[config.mk]
export PLATFORM = sky130hd
export DESIGN_NAME = sflash_byte_reader
export DESIGN_NICKNAME = d
export VERILOG_FILES = /design/src/rtl/sfr_pkg.sv /design/src/rtl/sfr_clkdiv.sv /design/src/rtl/sfr_seq.sv /design/src/rtl/sfr_regs.sv /design/src/rtl/sflash_byte_reader.sv
export SDC_FILE = /design/constraint.sdc
export NUM_CORES = 1
export LEC_CHECK = 0
export BUFFER_PORTS_ARGS = -buffer_cell sky130_fd_sc_hd__buf_2
export CORE_UTILIZATION = 45
export CTS_CLUSTER_DIAMETER = 150
export DETAILED_ROUTE_END_ITERATION = 10
export PLACE_DENSITY = 0.74
export SYNTH_ARGS = -nofsm -noshare
export SYNTH_HDL_FRONTEND = slang
export SYNTH_HIERARCHICAL = 1
export SYNTH_SLANG_ARGS = --single-unit
[constraint.sdc]
create_clock -name clk -period 4 [get_ports clk]
set_clock_uncertainty 0.1 [all_clocks]
set_input_delay 0.8 -clock clk [delete_from_list [all_inputs] [get_ports clk]]
set_output_delay 0.8 -clock clk [all_outputs]
set_load 0.1 [all_outputs]
[src/rtl/sfr_pkg.sv]
package sfr_pkg;
   localparam logic [7:0] OFS_CMD  = 8'h00;
   localparam logic [7:0] OFS_STAT = 8'h08;
   localparam logic [7:0] OFS_DATA = 8'h0C;
   localparam logic [7:0] OFS_A0   = 8'h10;
   localparam logic [7:0] OFS_A1   = 8'h14;
   localparam logic [7:0] OFS_A2   = 8'h18;
   localparam logic [7:0] OFS_A3   = 8'hC8;
   localparam logic [7:0] OFS_OPA  = 8'h2C;
   localparam logic [7:0] OFS_OPB  = 8'h30;
   localparam logic [7:0] OFS_MODE = 8'hCC;

   localparam logic [7:0] CMD_BYTE = 8'h81;
   localparam logic [7:0] CMD_SR   = 8'h02;
   localparam logic [7:0] OP_PLAIN = 8'h03;
   localparam logic [7:0] OP_SR    = 8'h05;

   localparam int MODE_W = 5;

   typedef enum logic [1:0] {PH_CMD, PH_ADDR, PH_DUMMY, PH_DATA} phase_t;

   // dlanes: 0 = one lane, 1 = two lanes, 2 = four lanes
   typedef struct packed {
      logic [7:0] opcode;
      logic       addr2;
      logic [1:0] dlanes;
      logic       dummy;
      logic       sr;
   } xfer_t;
endpackage

[src/rtl/sfr_clkdiv.sv]
module sfr_clkdiv #(
   parameter int HALF = 2
) (
   input  logic clk,
   input  logic rst_n,
   input  logic run,
   output logic tick
);
   generate
      if (HALF == 1) begin : g_direct
         assign tick = run;
      end else begin : g_count
         localparam int CW = $clog2(HALF);
         logic [CW-1:0] cnt;
         always_ff @(posedge clk or negedge rst_n) begin
            if (!rst_n)                       cnt <= '0;
            else if (!run)                    cnt <= '0;
            else if (cnt == CW'(HALF - 1))    cnt <= '0;
            else                              cnt <= cnt + 1'b1;
         end
         assign tick = run && (cnt == CW'(HALF - 1));
      end
   endgenerate
endmodule

[src/rtl/sfr_seq.sv]
module sfr_seq
   import sfr_pkg::*;
#(
   parameter int ADDR_BITS  = 24,
   parameter int DUMMY_CLKS = 8
) (
   input  logic                 clk,
   input  logic                 rst_n,
   input  logic                 start,
   input  xfer_t                cfg,
   input  logic [ADDR_BITS-1:0] addr,
   input  logic                 tick,
   input  logic [3:0]           io_i,
   output logic                 run,
   output logic                 busy,
   output logic                 done,
   output logic [7:0]           rx,
   output logic                 cs_n,
   output logic                 sck,
   output logic [3:0]           io_o,
   output logic [3:0]           io_oe
);
   localparam int TXW  = 8 + ADDR_BITS;
   localparam int MAXC = (ADDR_BITS > DUMMY_CLKS) ? ADDR_BITS : DUMMY_CLKS;
   localparam int CW   = $clog2(MAXC + 1);

   typedef enum logic [1:0] {ST_IDLE, ST_RUN, ST_GAP} st_t;

   st_t           st;
   phase_t        phase;
   xfer_t         cfg_q;
   logic [TXW-1:0] tx_sr;
   logic [CW-1:0] cnt;
   logic [CW-1:0] data_clks;

   assign data_clks = CW'(4'd8 >> cfg_q.dlanes);
   assign busy      = (st != ST_IDLE);
   assign run       = busy;

   always_ff @(posedge clk or negedge rst_n) begin
      if (!rst_n) begin
         st    <= ST_IDLE;
         phase <= PH_CMD;
         cfg_q <= '0;
         tx_sr <= '0;
         cnt   <= '0;
         rx    <= '0;
         cs_n  <= 1'b1;
         sck   <= 1'b0;
         done  <= 1'b0;
      end else begin
         done <= 1'b0;
         case (st)
            ST_IDLE: if (start) begin
               cfg_q <= cfg;
               tx_sr <= {cfg.opcode, addr};
               phase <= PH_CMD;
               cnt   <= CW'(8);
               cs_n  <= 1'b0;
               sck   <= 1'b0;
               st    <= ST_RUN;
            end
            ST_RUN: if (tick) begin
               if (!sck) begin
                  sck <= 1'b1;
                  if (phase == PH_DATA) begin
                     case (cfg_q.dlanes)
                        2'd0:    rx <= {rx[6:0], io_i[1]};
                        2'd1:    rx <= {rx[5:0], io_i[1:0]};
                        default: rx <= {rx[3:0], io_i};
                     endcase
                  end
               end else begin
                  sck <= 1'b0;
                  if (phase == PH_ADDR && cfg_q.addr2) tx_sr <= tx_sr << 2;
                  else                                 tx_sr <= tx_sr << 1;
                  if (cnt == CW'(1)) begin
                     case (phase)
                        PH_CMD: if (cfg_q.sr) begin
                           phase <= PH_DATA;
                           cnt   <= CW'(8);
                        end else begin
                           phase <= PH_ADDR;
                           cnt   <= cfg_q.addr2 ? CW'(ADDR_BITS / 2) : CW'(ADDR_BITS);
                        end
                        PH_ADDR: if (cfg_q.dummy) begin
                           phase <= PH_DUMMY;
                           cnt   <= CW'(DUMMY_CLKS);
                        end else begin
                           phase <= PH_DATA;
                           cnt   <= data_clks;
                        end
                        PH_DUMMY: begin
                           phase <= PH_DATA;
                           cnt   <= data_clks;
                        end
                        default: begin
                           phase <= PH_CMD;
                           cs_n  <= 1'b1;
                           done  <= 1'b1;
                           st    <= ST_GAP;
                        end
                     endcase
                  end else begin
                     cnt <= cnt - 1'b1;
                  end
               end
            end
            default: if (tick) st <= ST_IDLE;
         endcase
      end
   end

   logic quad_rel;
   assign quad_rel = (cfg_q.dlanes == 2'd2) && (phase == PH_DUMMY || phase == PH_DATA);

   always_comb begin
      io_o  = {2'b11, 2'b00};
      io_oe = {~quad_rel, ~quad_rel, 2'b00};
      if (!cs_n) begin
         if (phase == PH_CMD) begin
            io_o[0]  = tx_sr[TXW-1];
            io_oe[0] = 1'b1;
         end else if (phase == PH_ADDR) begin
            if (cfg_q.addr2) begin
               io_o[1:0]  = tx_sr[TXW-1 -: 2];
               io_oe[1:0] = 2'b11;
            end else begin
               io_o[0]  = tx_sr[TXW-1];
               io_oe[0] = 1'b1;
            end
         end
      end
   end

   AST_SCK_LOW_DESELECTED: assert property (@(posedge clk) disable iff (!rst_n)
      cs_n |-> !sck);
   AST_IO_HELD_SCK_HIGH: assert property (@(posedge clk) disable iff (!rst_n)
      (!cs_n && sck && $past(sck)) |-> $stable(io_o));
   AST_START_ONLY_IDLE: assert property (@(posedge clk) disable iff (!rst_n)
      start |-> !busy);
   AST_DONE_DESELECTS: assert property (@(posedge clk) disable iff (!rst_n)
      done |-> (cs_n && busy));
endmodule

[src/rtl/sfr_regs.sv]
module sfr_regs
   import sfr_pkg::*;
(
   input  logic        clk,
   input  logic        rst_n,
   input  logic        reg_we,
   input  logic [7:0]  reg_addr,
   input  logic [7:0]  reg_wdata,
   output logic [7:0]  reg_rdata,
   input  logic        seq_busy,
   input  logic        seq_done,
   input  logic [7:0]  seq_rx,
   output logic        start,
   output xfer_t       cfg,
   output logic [31:0] addr_q
);
   logic [MODE_W-1:0] mode_q;
   logic [7:0]        opa_q, opb_q, data_q, sr_q;
   logic              kind_sr;
   logic              wr_ok;

   assign wr_ok = reg_we && !seq_busy;
   assign start = wr_ok && (reg_addr == OFS_CMD) &&
                  (reg_wdata == CMD_BYTE || reg_wdata == CMD_SR);

   always_ff @(posedge clk or negedge rst_n) begin
      if (!rst_n) begin
         mode_q  <= '0;
         opa_q   <= '0;
         opb_q   <= '0;
         data_q  <= '0;
         sr_q    <= '0;
         addr_q  <= '0;
         kind_sr <= 1'b0;
      end else begin
         if (start) kind_sr <= (reg_wdata == CMD_SR);
         if (seq_done) begin
            if (kind_sr) sr_q <= seq_rx;
            else begin
               data_q <= seq_rx;
               addr_q <= addr_q + 32'd1;
            end
         end
         if (wr_ok) begin
            case (reg_addr)
               OFS_A0:   addr_q[7:0]   <= reg_wdata;
               OFS_A1:   addr_q[15:8]  <= reg_wdata;
               OFS_A2:   addr_q[23:16] <= reg_wdata;
               OFS_A3:   addr_q[31:24] <= reg_wdata;
               OFS_OPA:  opa_q         <= reg_wdata;
               OFS_OPB:  opb_q         <= reg_wdata;
               OFS_MODE: mode_q        <= reg_wdata[MODE_W-1:0];
               default: ;
            endcase
         end
      end
   end

   // lane mode decode: quad wins over dual, dual over fast single
   always_comb begin
      cfg = '0;
      if (reg_wdata == CMD_SR) begin
         cfg.opcode = OP_SR;
         cfg.sr     = 1'b1;
      end else if (mode_q[2]) begin
         cfg.opcode = opb_q;
         cfg.dlanes = 2'd2;
         cfg.dummy  = 1'b1;
      end else if (mode_q[0]) begin
         cfg.opcode = opa_q;
         cfg.dlanes = 2'd1;
         cfg.dummy  = 1'b1;
         cfg.addr2  = mode_q[1];
      end else if (mode_q[4]) begin
         cfg.opcode = opa_q;
         cfg.dummy  = 1'b1;
      end else begin
         cfg.opcode = OP_PLAIN;
      end
   end

   always_comb begin
      case (reg_addr)
         OFS_CMD:  reg_rdata = seq_busy ? (kind_sr ? CMD_SR : 8'h01) : 8'h00;
         OFS_STAT: reg_rdata = sr_q;
         OFS_DATA: reg_rdata = data_q;
         OFS_A0:   reg_rdata = addr_q[7:0];
         OFS_A1:   reg_rdata = addr_q[15:8];
         OFS_A2:   reg_rdata = addr_q[23:16];
         OFS_A3:   reg_rdata = addr_q[31:24];
         OFS_OPA:  reg_rdata = opa_q;
         OFS_OPB:  reg_rdata = opb_q;
         OFS_MODE: reg_rdata = 8'(mode_q);
         default:  reg_rdata = 8'h00;
      endcase
   end

   AST_ADDR_STEP: assert property (@(posedge clk) disable iff (!rst_n)
      (seq_done && !kind_sr) |=> (addr_q == $past(addr_q) + 32'd1));
   AST_SR_KEEPS_ADDR: assert property (@(posedge clk) disable iff (!rst_n)
      (seq_done && kind_sr) |=> $stable(addr_q));
   AST_BUSY_FREEZES_MODE: assert property (@(posedge clk) disable iff (!rst_n)
      ($past(seq_busy) && !$past(seq_done)) |-> ($stable(mode_q) && $stable(opa_q)));
endmodule

[src/rtl/sflash_byte_reader.sv]
module sflash_byte_reader
   import sfr_pkg::*;
#(
   parameter int CLK_DIV    = 4,
   parameter int ADDR_BITS  = 24,
   parameter int DUMMY_CLKS = 8
) (
   input  logic       clk,
   input  logic       rst_n,
   input  logic       reg_we,
   input  logic [7:0] reg_addr,
   input  logic [7:0] reg_wdata,
   output logic [7:0] reg_rdata,
   output logic       fl_cs_n,
   output logic       fl_sck,
   output logic [3:0] fl_io_o,
   output logic [3:0] fl_io_oe,
   input  logic [3:0] fl_io_i
);
   localparam int HALF = CLK_DIV / 2;

   generate
      if (CLK_DIV < 2 || (CLK_DIV % 2) != 0) begin : g_bad_div
         $error("CLK_DIV must be even and at least 2");
      end
      if (ADDR_BITS < 8 || ADDR_BITS > 32 || (ADDR_BITS % 8) != 0) begin : g_bad_addr
         $error("ADDR_BITS must be 8, 16, 24 or 32");
      end
      if (DUMMY_CLKS < 1) begin : g_bad_dummy
         $error("DUMMY_CLKS must be at least 1");
      end
   endgenerate

   logic        start, busy, done, run, tick;
   logic [7:0]  rx;
   xfer_t       cfg;
   logic [31:0] addr_q;

   sfr_regs u_regs (
      .clk, .rst_n, .reg_we, .reg_addr, .reg_wdata, .reg_rdata,
      .seq_busy(busy), .seq_done(done), .seq_rx(rx),
      .start, .cfg, .addr_q
   );

   sfr_clkdiv #(.HALF(HALF)) u_div (
      .clk, .rst_n, .run, .tick
   );

   sfr_seq #(.ADDR_BITS(ADDR_BITS), .DUMMY_CLKS(DUMMY_CLKS)) u_seq (
      .clk, .rst_n, .start, .cfg,
      .addr(addr_q[ADDR_BITS-1:0]),
      .tick, .io_i(fl_io_i), .run, .busy, .done, .rx,
      .cs_n(fl_cs_n), .sck(fl_sck), .io_o(fl_io_o), .io_oe(fl_io_oe)
   );
endmodule

==> Word-level counts from Yosys, hierarchy flattened <==
Index checks and enable logic that the tools add are counted.
{ "classes": {"div_mod_pow": 0, "bitwise": 3, "eq_ne": 24, "n_mul": 0, "addsub": 3, "order_cmp": 0, "reduce_logical": 30, "n_shift": 1, "mux": 78} }
{ "op_table": {"columns": ["op", "count"], "rows": [
  ["two-way mux 32 bit", 7],
  ["case mux 8 bit (10 select lines)", 1],
  ["two-way mux 8 bit", 9],
  ["case mux 32 bit (2 select lines)", 1],
  ["two-way mux 5 bit", 7],
  ["adder 32 x 1 -> 32 bit (second input constant)", 1],
  ["two-way mux 2 bit", 16],
  ["two-way mux 1 bit", 26],
  ["equality test 8 x 5 -> 1 bit (second input constant)", 3],
  ["equality test 8 bit (second input constant)", 3],
  ["equality test 8 x 4 -> 1 bit (second input constant)", 2],
  ["equality test 8 x 6 -> 1 bit (second input constant)", 2],
  ["case mux 8 bit (2 select lines)", 1],
  ["case mux 5 bit (3 select lines)", 1],
  ["AND reduction 2 bit", 6],
  ["AND reduction 6 bit", 2],
  ["case mux 5 bit (2 select lines)", 1],
  ["AND reduction 5 bit", 2],
  ["equality test 8 x 2 -> 1 bit (second input constant)", 1],
  ["logical NOT 8 bit", 1],
  ["case mux 2 bit (2 select lines)", 2],
  ["AND reduction 4 bit", 2],
  ["equality test 2 x 1 -> 1 bit (second input constant)", 3],
  ["equality test 2 bit (second input constant)", 3],
  ["other kinds (19)", 36]
]} }
{ "word_totals": {"mem_bits_rw": 0, "out_inout_bits": 18, "latchBits": 0, "rom_bits": 0, "memories": 0, "input_bits": 23, "ff_bits": 128} }

==> Logic depth before layout (Yosys ltp) <==
{ "logic_depth": {"word_depth": 7, "ltp_mapped": 11} }

==> By module <==
The synthesis kept the hierarchy.
{ "by_module_without_submodules": {"columns": ["module", "instances", "area_per_inst_um2", "cells_per_inst", "seq_area_each_um2"], "rows": [
  ["sfr_regs", 1, 4354.2, 440, 1751.7],
  ["sfr_seq", 1, 3358.2, 356, 1427.6],
  ["sfr_clkdiv", 1, 41.3, 3, 25.0]
]} }

==> Worst setup path before layout <==
No wires, ideal clock.
{ "synth_timing": {"kind": "input to output", "start": "input reg_addr[7]", "end": "output reg_rdata[4]", "stages": 6, "required_time_ns": 3.100, "path_buffers": 1, "t_arrival_ns": 3.823, "slack_ns": -0.723, "path_cell_list": "buf_4 nor2_4 nand3b_1 nor3_1 a31oi_1 o311ai_1"} }
{ "synth_via": {"elab_chain_cells": 2, "word_cells_on_any_way": 11} }
{ "synth_rtl": {"columns": ["item", "line", "source"], "rows": [
  ["start: declaration", "sflash_byte_reader.sv:11", "input logic [7:0] reg_addr,"],
  ["equality test 8 bit (tied with other cells)", "sfr_regs.sv:83", "case (reg_addr)"],
  ["case mux 8 bit (10 select lines) (*)", "sfr_regs.sv:83", null],
  ["end: declaration", "sflash_byte_reader.sv:13", "output logic [7:0] reg_rdata,"]
]} }
Every way passes the cells marked *; elsewhere a longest branch is shown, timed or not.

==> Worst setup path in the final report <==
{ "layout_timing": {"start": "input reg_addr[2]", "end": "output reg_rdata[4]"} }
The elaborated chain is that of the path after synthesis.

==> parameters.txt <==
Parameter                              Value

Cells and area
  Design area    around 0.0087 mm²
  Diodes inserted    0
  Final-stage net count    843
  Share of layout cells above drive strength 1    0.190
  Synthesis-to-layout area growth    12.3%

Drt
  Final ANT Viol Nets    0
  Total number of vias    6,366
  DRT Wirelength    20,800 µm
  Detailed-route DRC error count    0
  First-pass iteration count of the detailed router    5
  DRC violation total after the first TritonRoute iteration    645
  WL/cell    around 20 µm
  Detailed-route vias per instance    6.09

Floorplanning
  Initial core utilization    0.464
  Number of top-level design ports    41
  Overall die width    approximately 130 µm
  Row count    47
  Core area    0.0167 mm²
  Overall die area    0.0178 mm²
  Vertical die dimension    between 100 and 150 µm

Setup path
  Crit. path cell count    6
  CP bufs+invs    2
  Cell type of the slowest stage on the worst timing path    buf_2
  Crit-path most repeated cell    buf_2
  Nature of the critical path startpoint    primary input
  Maximum fanout encountered on the critical timing path    25
  Critical Setup Path Class    primary input to primary output
  Number of cell instances on the worst register-to-register path    8
  Cell family contributing the most delay on the critical path    buffers and inverters
  Category of the worst setup path capture point    primary output
  Endpoint arrival time on the critical path    2.82 ns
  Series of cell instances along the critical path    buf_2, nand2b_1, nor4b_4, a31oi_1, o311ai_2, buf_2
  Maximum cell stage delay along the critical path    0.48 ns
  CP required    3.10 ns

Global route
  Number of global-route vias before repair    a little over 6,000
  Maximum number of pins on one net before global-route repair    63
  Wire length of the first global-routing pass    roughly 34,000 µm
  Antenna violations before repair    0
  Total routing resource utilization after global routing    0.245
  Remaining Overflow, GRT    0

Pwr
  Sequential share of power    0.415
  Pwr dens    382 mW/mm²
  Switching part of the total power    0.245
  Maximum vdd drop    0.000277 V
  Power Internal    2.52 mW
  Total leakage power    4.01 nW
  Net switching power of the design    0.814 mW
  Gate power share    0.079
  Clock power share    0.506

Placed design
  Port Buffer Count    38
  Post-DP Area    0.00806 mm²
  Detailed placer's ending HPWL    ~14,000 µm
  GPL Wtd Cong    approximately 0.94

Yosys
  Mean instance size in the synthesized netlist    9.70 µm²
  Netlist area before placement    0.00775 mm²
  Main area contributors after synthesis    dfrtp_1 (41%), mux2i_1 (6.3%), mux2_2 (6.1%)
  Leading post-synthesis cells by instance count    dfrtp_1 (127), nor2_1 (78), nand2_1 (71)
  Number of enable flip-flop cells after synthesis    0
  Share of the yosys chip area belonging to registers    0.413
  Distinct cell type count after synthesis    80
  Main synth FF type    dfrtp_1
  Share of flip-flops with an asynchronous set or reset    1.00
  Leading area contributor after synthesis    dfrtp_1
  Warning count from the yosys run    6
  Share of Yosys cell area claimed by the top area cell type    0.410
  Post-synthesis register bit count    128
  Library cell with the highest instance count after synthesis    dfrtp_1
  Count of mapped cells out of synthesis    799

Timing
  Tmin final    ~3.7 ns
  Post-route clock period utilization    0.931
  Final setup violating endpoints    0
  WHS    0.359 ns
  Worst-case headroom to the max-slew limit    0.264
  Endpoints failing hold    0
  Slew at the pin closest to its max-slew limit    1.10 ns
  Setup repair after global routing missed its margin    no
  Final total negative setup slack    0 ns
  Final max-slew violation count    0
  Highest attainable clock frequency    269 MHz

Run
  Max-Cap Viols    0

CTS
  Clock tree from TritonCTS    built
  Clock latency on the worst-skew pair    0.43 ns
  Level count of the clock H-tree    4
  Clock root cell    clkbuf_16
  Post-CTS resize count    0
  Post-CTS Hold Buffers    0
  Post-CTS repair timing setup buffer count    0
  TritonCTS buffer count    17
  Number of clock sinks    between 100 and 150
  Deepest clock path buffer count    2
  Clk slew on worst S/H paths    around 0.050 ns

Hold path
  Worst Hold Class    primary input to asynchronous set/reset pin

Status
  Result of the run    complete, no violations
==> final cells by class <==
type | count | area (µm²)
multi-input combinational | 606 | 4250
clock buffer | 17 | 425
clock inverter | 14 | 216
timing repair buffer | 50 | 295
sequential | 128 | 3200
tap | 220 | 275
fill | 1555 | 8000
inverter | 10 | 37.5
==> power groups by stage <==
stage	registers [mW]	logic [mW]	clock network (mW)
floorplan	1.38	0.182	0
global placement	1.40	0.258	0
detailed placement	1.40	0.259	0
CTS	1.38	0.261	1.70
global route	1.39	0.286	1.76
finish	1.38	0.262	1.68
==> sequential cells by signal (all words and copies together), names as in the netlist <==
register	count
u_regs/opb_q	8
u_seq/tx_sr	32
u_seq/cnt	5
u_seq/st	2
u_seq/cfg_q	5
u_regs/mode_q	5
u_regs/data_q	8
u_regs/kind_sr	1
u_regs/opa_q	8
u_seq/rx	8
u_seq/done	1
u_seq/phase	2
u_div/g_count.cnt	1
u_regs/sr_q	8
u_seq/sck	1
u_seq/cs_n	1
u_regs/addr_q	32
==> cells in the final DEF, fill, tap and decap left out, types with 7 or more instances in the layout <==
master,n
inv_1,10
mux2_2,42
dfrtp_1,127
xor2_1,9
and2_1,8
nand3_1,25
ha_1,7
o21ai_0,13
nand2_1,71
o21ai_1,42
a22oi_1,12
o21a_1,9
a21o_1,23
nand4_1,11
a211oi_1,22
a21oi_1,33
buf_4,12
xnor2_1,23
clkbuf_16,17
mux2i_1,49
nor3_1,15
nor2_1,77
buf_2,37
==> logic make-up after synthesis <==
logic type	share of synthesized area
adders and majority gates	0.0113
DFF	0.413
and+or+nand+nor	0.196
muxes	0.132
other	0.000484
xor gates and xnor gates	0.0361
AOI/OAI and AO/OA	0.169
buffers and inverters	0.0418
==> worst register-to-register path: stages (launching register included) <==
cell and delay (ns):
dfrtp_1 0.49, or2_2 0.37, nor2b_1 0.25, nand2_2 0.12, a2111oi_4 0.41, or3b_1 0.62, nand2_1 0.42, o21ai_1 0.14
a22oi_2 0.13
==> metrics by stage <==
stage               instances   util  setup WS, ns  power, mW
floorplan                 800      -        0.0572       1.56
global placement         1014  0.483         0.344       1.66
detailed placement       1014  0.483         0.329       1.66
CTS                      1045  0.521         0.330       3.34
global route             1045  0.521         0.184       3.43
finish                   1045  0.521         0.277       3.33
==> worst paths after layout <==
| kind | endpoint | slack, ns | from |
|---|---|---|---|
| setup / recovery | reg_rdata[4] | 0.28 | reg_addr[2] |
| hold / removal | u_regs/addr_q[27] | 0.36 | rst_n |
| setup reg to reg | u_seq/cnt[0] | 0.86 | u_seq/st[1] |
| hold reg to reg | u_seq/cfg_q[1] | 0.40 | u_seq/cfg_q[1] |
| max in group asynchronous | u_seq/cs_n | 2.62 | rst_n |
| min in group clk | u_seq/cfg_q[1] | 0.40 | u_seq/cfg_q[1] |
==> routing by layer <==
layer	global-route usage	wire length [µm]	vias up
met5	0.00556	0	-
met4	0.112	655	0
met3	0.0559	1380	43
met2	0.362	9370	254
met1	0.340	9410	3128
li1	-	-	2941
Power figures use the tool's default switching activity.
